`config.mk`:
```
export PLATFORM = sky130hd
export DESIGN_NAME = bufprog_seq
export DESIGN_NICKNAME = d
export VERILOG_FILES = /design/src/rtl/bufprog_pkg.sv /design/src/rtl/bufprog_addr.sv /design/src/rtl/bufprog_cnt.sv /design/src/rtl/bufprog_tmr.sv /design/src/rtl/bufprog_seq.sv
export SDC_FILE = /design/constraint.sdc
export NUM_CORES = 1
export LEC_CHECK = 0
export BUFFER_PORTS_ARGS = -buffer_cell sky130_fd_sc_hd__buf_2
export CAP_MARGIN = 20
export CORE_MARGIN = 2
export CORE_UTILIZATION = 54
export DETAILED_ROUTE_END_ITERATION = 8
export PLACE_DENSITY_LB_ADDON = 0.12
export SLEW_MARGIN = 40
export SYNTH_ARGS = -nofsm -noshare
export SYNTH_HDL_FRONTEND = slang
export SYNTH_SLANG_ARGS = --single-unit
export TNS_END_PERCENT = 1
```
`constraint.sdc`:
```
create_clock -name clk -period 2.5 [get_ports clk]
set_input_delay 0.125 -clock clk [delete_from_list [all_inputs] [get_ports clk]]
set_output_delay 0.125 -clock clk [all_outputs]
set_load 0.05 [all_outputs]
```
`src/rtl/bufprog_pkg.sv`:
```
package bufprog_pkg;

  typedef enum logic [3:0] {
    S_IDLE,
    S_SET1,
    S_SET2,
    S_RDQ,
    S_RDW,
    S_RDC,
    S_WORD,
    S_EXIT
  } seq_state_t;

  localparam int SB_RDY  = 0;
  localparam int SB_ERR  = 4;
  localparam int SB_EXIT = 7;

endpackage

```
`src/rtl/bufprog_addr.sv`:
```
module bufprog_addr #(
  parameter int AW    = 24,
  parameter int BLK_W = 8,
  parameter int BIDX_W = 5
) (
  input  logic              clk,
  input  logic              rst,
  input  logic              load,
  input  logic [AW-1:0]     blk_base,
  input  logic [BLK_W-1:0]  start_off,
  output logic              misaligned,
  output logic [AW-1:0]     start_addr,
  output logic [AW-1:0]     exit_addr
);

  localparam int HI_W = AW - BLK_W;

  logic [HI_W-1:0] blk_num;

  assign blk_num    = blk_base[AW-1:BLK_W];
  assign misaligned = |start_off[BIDX_W-1:0];

  always_ff @(posedge clk) begin
    if (rst) begin
      start_addr <= '0;
      exit_addr  <= '0;
    end else if (load) begin
      start_addr <= {blk_num, start_off};
      exit_addr  <= {blk_num + HI_W'(1), {BLK_W{1'b0}}};
    end
  end

endmodule

```
`src/rtl/bufprog_cnt.sv`:
```
module bufprog_cnt #(
  parameter int BUF_WORDS = 32,
  parameter int BLK_WORDS = 256,
  localparam int BIDX_W = $clog2(BUF_WORDS),
  localparam int BLK_W  = $clog2(BLK_WORDS)
) (
  input  logic              clk,
  input  logic              rst,
  input  logic              load,
  input  logic [BLK_W-1:0]  off,
  input  logic              step,
  output logic              buf_last,
  output logic              blk_last
);

  logic [BIDX_W-1:0] idx;
  logic [BLK_W-1:0]  pos;

  assign buf_last = (idx == BIDX_W'(BUF_WORDS - 1));
  assign blk_last = (pos == BLK_W'(BLK_WORDS - 1));

  always_ff @(posedge clk) begin
    if (rst) begin
      idx <= '0;
      pos <= '0;
    end else if (load) begin
      idx <= '0;
      pos <= off;
    end else if (step) begin
      idx <= buf_last ? '0 : idx + BIDX_W'(1);
      pos <= pos + BLK_W'(1);
    end
  end

endmodule

```
`src/rtl/bufprog_tmr.sv`:
```
module bufprog_tmr #(
  parameter int TMO_POLLS = 16,
  localparam int CW = $clog2(TMO_POLLS + 1)
) (
  input  logic clk,
  input  logic rst,
  input  logic clear,
  input  logic miss,
  output logic expired
);

  logic [CW-1:0] cnt;

  assign expired = miss && (cnt == CW'(TMO_POLLS - 1));

  always_ff @(posedge clk) begin
    if (rst || clear) begin
      cnt <= '0;
    end else if (miss && !expired) begin
      cnt <= cnt + CW'(1);
    end
  end

endmodule

```
`src/rtl/bufprog_seq.sv`:
```
module bufprog_seq
  import bufprog_pkg::*;
#(
  parameter int AW        = 24,
  parameter int DW        = 16,
  parameter int BUF_WORDS = 32,
  parameter int BLK_WORDS = 256,
  parameter int TMO_POLLS = 16,
  parameter logic [DW-1:0] CMD_SETUP   = DW'(16'h0080),
  parameter logic [DW-1:0] CMD_CONFIRM = DW'(16'h00D0),
  localparam int BIDX_W = $clog2(BUF_WORDS),
  localparam int BLK_W  = $clog2(BLK_WORDS)
) (
  input  logic              clk,
  input  logic              rst,
  input  logic              start,
  input  logic [AW-1:0]     blk_base,
  input  logic [BLK_W-1:0]  start_off,
  output logic              busy,
  output logic              done,
  output logic              err_align,
  output logic              err_prog,
  output logic              err_tmo,
  input  logic              in_valid,
  output logic              in_ready,
  input  logic [DW-1:0]     in_data,
  input  logic              in_last,
  output logic [AW-1:0]     fl_addr,
  output logic [DW-1:0]     fl_wdata,
  output logic              fl_we,
  output logic              fl_re,
  input  logic [DW-1:0]     fl_rdata
);

  seq_state_t state;

  logic          in_exit;
  logic          pad;
  logic          to_exit;
  logic          misaligned;
  logic [AW-1:0] start_addr;
  logic [AW-1:0] exit_addr;
  logic          buf_last;
  logic          blk_last;
  logic          tmo_exp;
  logic          accept;
  logic          word_go;
  logic          poll_ok;
  logic          poll_chk;

  assign accept   = (state == S_IDLE) && start;
  assign word_go  = (state == S_WORD) && (pad || in_valid);
  assign in_ready = (state == S_WORD) && !pad;
  assign poll_chk = (state == S_RDC);
  assign poll_ok  = in_exit ? fl_rdata[SB_EXIT] : !fl_rdata[SB_RDY];

  bufprog_addr #(
    .AW    (AW),
    .BLK_W (BLK_W),
    .BIDX_W(BIDX_W)
  ) u_addr (
    .clk        (clk),
    .rst        (rst),
    .load       (accept),
    .blk_base   (blk_base),
    .start_off  (start_off),
    .misaligned (misaligned),
    .start_addr (start_addr),
    .exit_addr  (exit_addr)
  );

  bufprog_cnt #(
    .BUF_WORDS(BUF_WORDS),
    .BLK_WORDS(BLK_WORDS)
  ) u_cnt (
    .clk      (clk),
    .rst      (rst),
    .load     (accept),
    .off      (start_off),
    .step     (word_go),
    .buf_last (buf_last),
    .blk_last (blk_last)
  );

  bufprog_tmr #(
    .TMO_POLLS(TMO_POLLS)
  ) u_tmr (
    .clk     (clk),
    .rst     (rst),
    .clear   ((state == S_IDLE) || (poll_chk && poll_ok)),
    .miss    (poll_chk && !poll_ok),
    .expired (tmo_exp)
  );

  always_ff @(posedge clk) begin
    if (rst) begin
      state     <= S_IDLE;
      busy      <= 1'b0;
      done      <= 1'b0;
      err_align <= 1'b0;
      err_prog  <= 1'b0;
      err_tmo   <= 1'b0;
      fl_addr   <= '0;
      fl_wdata  <= '0;
      fl_we     <= 1'b0;
      fl_re     <= 1'b0;
      in_exit   <= 1'b0;
      pad       <= 1'b0;
      to_exit   <= 1'b0;
    end else begin
      done  <= 1'b0;
      fl_we <= 1'b0;
      fl_re <= 1'b0;
      case (state)
        S_IDLE: begin
          if (start) begin
            err_align <= 1'b0;
            err_prog  <= 1'b0;
            err_tmo   <= 1'b0;
            in_exit   <= 1'b0;
            pad       <= 1'b0;
            to_exit   <= 1'b0;
            if (misaligned) begin
              err_align <= 1'b1;
              done      <= 1'b1;
            end else begin
              busy  <= 1'b1;
              state <= S_SET1;
            end
          end
        end
        S_SET1: begin
          fl_we    <= 1'b1;
          fl_addr  <= start_addr;
          fl_wdata <= CMD_SETUP;
          state    <= S_SET2;
        end
        S_SET2: begin
          fl_we    <= 1'b1;
          fl_addr  <= start_addr;
          fl_wdata <= CMD_CONFIRM;
          state    <= S_RDQ;
        end
        S_RDQ: begin
          fl_re <= 1'b1;
          state <= S_RDW;
        end
        S_RDW: begin
          state <= S_RDC;
        end
        S_RDC: begin
          if (poll_ok) begin
            if (in_exit) begin
              err_prog <= fl_rdata[SB_ERR];
              done     <= 1'b1;
              busy     <= 1'b0;
              state    <= S_IDLE;
            end else begin
              state <= to_exit ? S_EXIT : S_WORD;
            end
          end else if (tmo_exp) begin
            err_tmo <= 1'b1;
            done    <= 1'b1;
            busy    <= 1'b0;
            state   <= S_IDLE;
          end else begin
            state <= S_RDQ;
          end
        end
        S_WORD: begin
          if (word_go) begin
            fl_we    <= 1'b1;
            fl_addr  <= start_addr;
            fl_wdata <= pad ? {DW{1'b1}} : in_data;
            if (!pad && in_last) pad <= 1'b1;
            if (buf_last && (pad || in_last || blk_last)) to_exit <= 1'b1;
            state <= S_RDQ;
          end
        end
        S_EXIT: begin
          fl_we    <= 1'b1;
          fl_addr  <= exit_addr;
          fl_wdata <= {DW{1'b1}};
          in_exit  <= 1'b1;
          state    <= S_RDQ;
        end
        default: state <= S_IDLE;
      endcase
    end
  end

endmodule

```
==> metrics <==
area of the core=between 0.009 and 0.01 mm2; status=finished, final reports clean; CTS tree=done; number of I/O pins=~120; final setup vio count=0; first-pass GRT wire length=18900 um; ant diodes=0; DR vias=between 4000 and 5000; CP arrival=~2400 ps; Setup crit start kind=register; ANT nets after route=0; critical setup path kind=register to register; Post-synth EDFFs=0; headroom to the max-slew limit=between 50% and 60%; CTS buffer count=9; highest net fanout along the worst path=18; layout cells sized above 1=23.1%; PwrDens=830 mW/mm2; Pwr Total=4.81 mW; clk_lat worst skew=around 370 ps; Layout Skew=10.3 ps; synth unique cells=63; mapped cell area=0.00508 mm2; Clock Sinks=roughly 110; Die H=101 um; largest net degree at the start of global routing=57; Initial Util=a little under three fifths; die area=between 0.01 and 0.015 mm2; YS warnings=0; final wirelength=~11000 um; IO Port Bufs=95; ys async rst share=0%; Critical Path Sink Type=register; Area contributors post-synth=dfxtp_1, nor2_1, a211oi_1; maximum buffer depth of the clock tree=2; fill count=839; clock edge transition at the registers on the reported setup and hold paths=110 ps; initial antenna violation count=0; Period minus WS final=around 2100 ps; CTS Hold Bufs=5; Rows=35; VDD IR-drop max=between 0.4 and 0.5 mV; syn_nets=~650; register bit total from synthesis=about 110; syn avg cell area=between 8 and 9 um2; post-synth top area share=a little over two fifths; DRT Pass-1 Iters=5; Post-Synthesis Cells=570; initial DRC count=152; final period utilization=a little over four fifths; Overflow after GRT=0; FMAX=0.471 GHz; vias in the first global route=3996; CTS root buf=clkbuf_8; Pleak=approximately 2.4 nW; placed cell count=about 740; Setup Fix Bufs, Post-CTS=0; gr usage total=between 20% and 30%; footprint of the multi-input gates=~0.0026 mm2; Hold Crit Class=primary input to register; RD Place Congestion=~0.8; Wirelength per Cell=between 15 and 20 um; Final nets=723; Synth area leader=dfxtp_1; CTS HTree Levels=3; Final Hold Violating Endpoints=0; cts repair resizes=0; sequential cell area=0.00222 mm2; Avg Vias per Cell=5.77; setup_tns=0 ps; die width=between 100 and 150 um; residual DRC count=0; Post-synth top flop=dfxtp_1; Area Growth Syn to Fin=13.9%; sequential share of the synthesized area=between 40% and 50%; non-filler instance count after layout=between 700 and 800; max-slew violation count=0; unrepaired setup endpoints after global routing=no; HPWL Detailed=around 7900 um; Critical Path RT=between 2000 and 3000 ps; max-cap viol count=0; worst-margin pin slew=~660 ps
==> worst paths after layout <==
check	startpoint	endpoint	slack [ps]	cells after the start
max	state[1]	u_cnt.idx[3]	380	5
min	blk_base[23]	u_addr.start_addr[23]	10	3
min reg2reg	fl_wdata[4]	fl_wdata[4]	450	2
max reg2reg	state[1]	u_cnt.idx[3]	380	5
==> through the flow <==
step	setup WS (ps)	hold slack, ps	cell area, um2	utilization (%)
3_5_place_dp	432	376	5540	60.2
3_3_place_gp	510	373	5540	60.2
4_1_cts	411	2.03	5790	63.0
2_1_floorplan	703	261	5080	-
6_report	379	12.4	5790	63.0
5_1_grt	237	17.8	5790	63.0
==> Yosys cell counts (all sizes together), types with 2 or more instances <==
library cell,number
a31o,2
xor2,12
nor3,12
dfxtp,111
and4,2
a21o,2
o211ai,3
xnor2,7
and3b,2
a21oi,50
nor4b,2
a21bo,2
nand4,7
nand2b,2
a31oi,2
nor2,74
and2,3
or4,2
a311o,2
and3,8
nand3,20
nand3b,3
nand2,72
mux2i,18
o31ai,2
o21ai,6
a32o,2
clkbuf,23
buf,23
a211oi,49
nor4,4
inv,4
o311ai,15
nor2b,2
ha,6
==> routing by layer <==
metal | track usage [%] | part of all wire, %
met1 | 31.6 | 48
met2 | 36.3 | 46
met3 | 4.92 | 4.8
met4 | 6.44 | 1.0
met5 | 0 | 0
==> cell type report <==
cell class                 count  area share (%)
timing repair buffer         113            11.0
multi-input combinational    409            44.5
clock inverter                 7            1.34
tap                          111            2.40
clock buffer                   9            2.14
inverter                       4           0.259
sequential                   111            38.4
==> cells by family after synthesis <==
group | count (synthesis) | share of synthesized area (%)
AND/OR/NAND/NOR | 219 | 20.6
flip-flops | 111 | 43.7
adder cells (fa/ha/maj) | 6 | 1.48
AO/OA/AOI/OAI | 147 | 21.7
buffers and inverters | 50 | 5.64
multiplexers | 18 | 3.54
XOR/XNOR | 19 | 3.27
==> report_power, final <==
| part | leakage (nW) | internal, mW | switching (mW) |
|---|---|---|---|
| Sequential | 0.908 | 2.01 | 0.147 |
| Combinational | 1.39 | 0.444 | 1.10 |
| Clock | 0.101 | 0.476 | 0.629 |
==> placed cells by master (no fill, tap or decap), types with 13 or more instances in the layout <==
master / Yosys / final
a21oi_1: 49 / 49
dfxtp_1: 111 / 111
buf_2: 10 / 94
a211oi_1: 36 / 36
nand2_1: 72 / 72
nand3_1: 19 / 19
mux2i_1: 18 / 18
nor2_1: 74 / 74
o311ai_0: 13 / 13
buf_4: 3 / 13
==> state kept, by name, summed over array words and instances, names as in the netlist, 3 cells and up <==
register           count
fl_addr               24
fl_wdata              16
u_cnt.idx              5
u_cnt.pos              8
u_addr.exit_addr      16
u_addr.start_addr     24
u_tmr.cnt              5
state                  3
==> worst max-delay path, cell delays in order (launching register included) <==
cell	delay [ps]
dfxtp_1	690
buf_4	330
and3b_1	230
o21ai_2	140
or4_1	500
a21oi_1	160
Power figures use the tool's default switching activity.
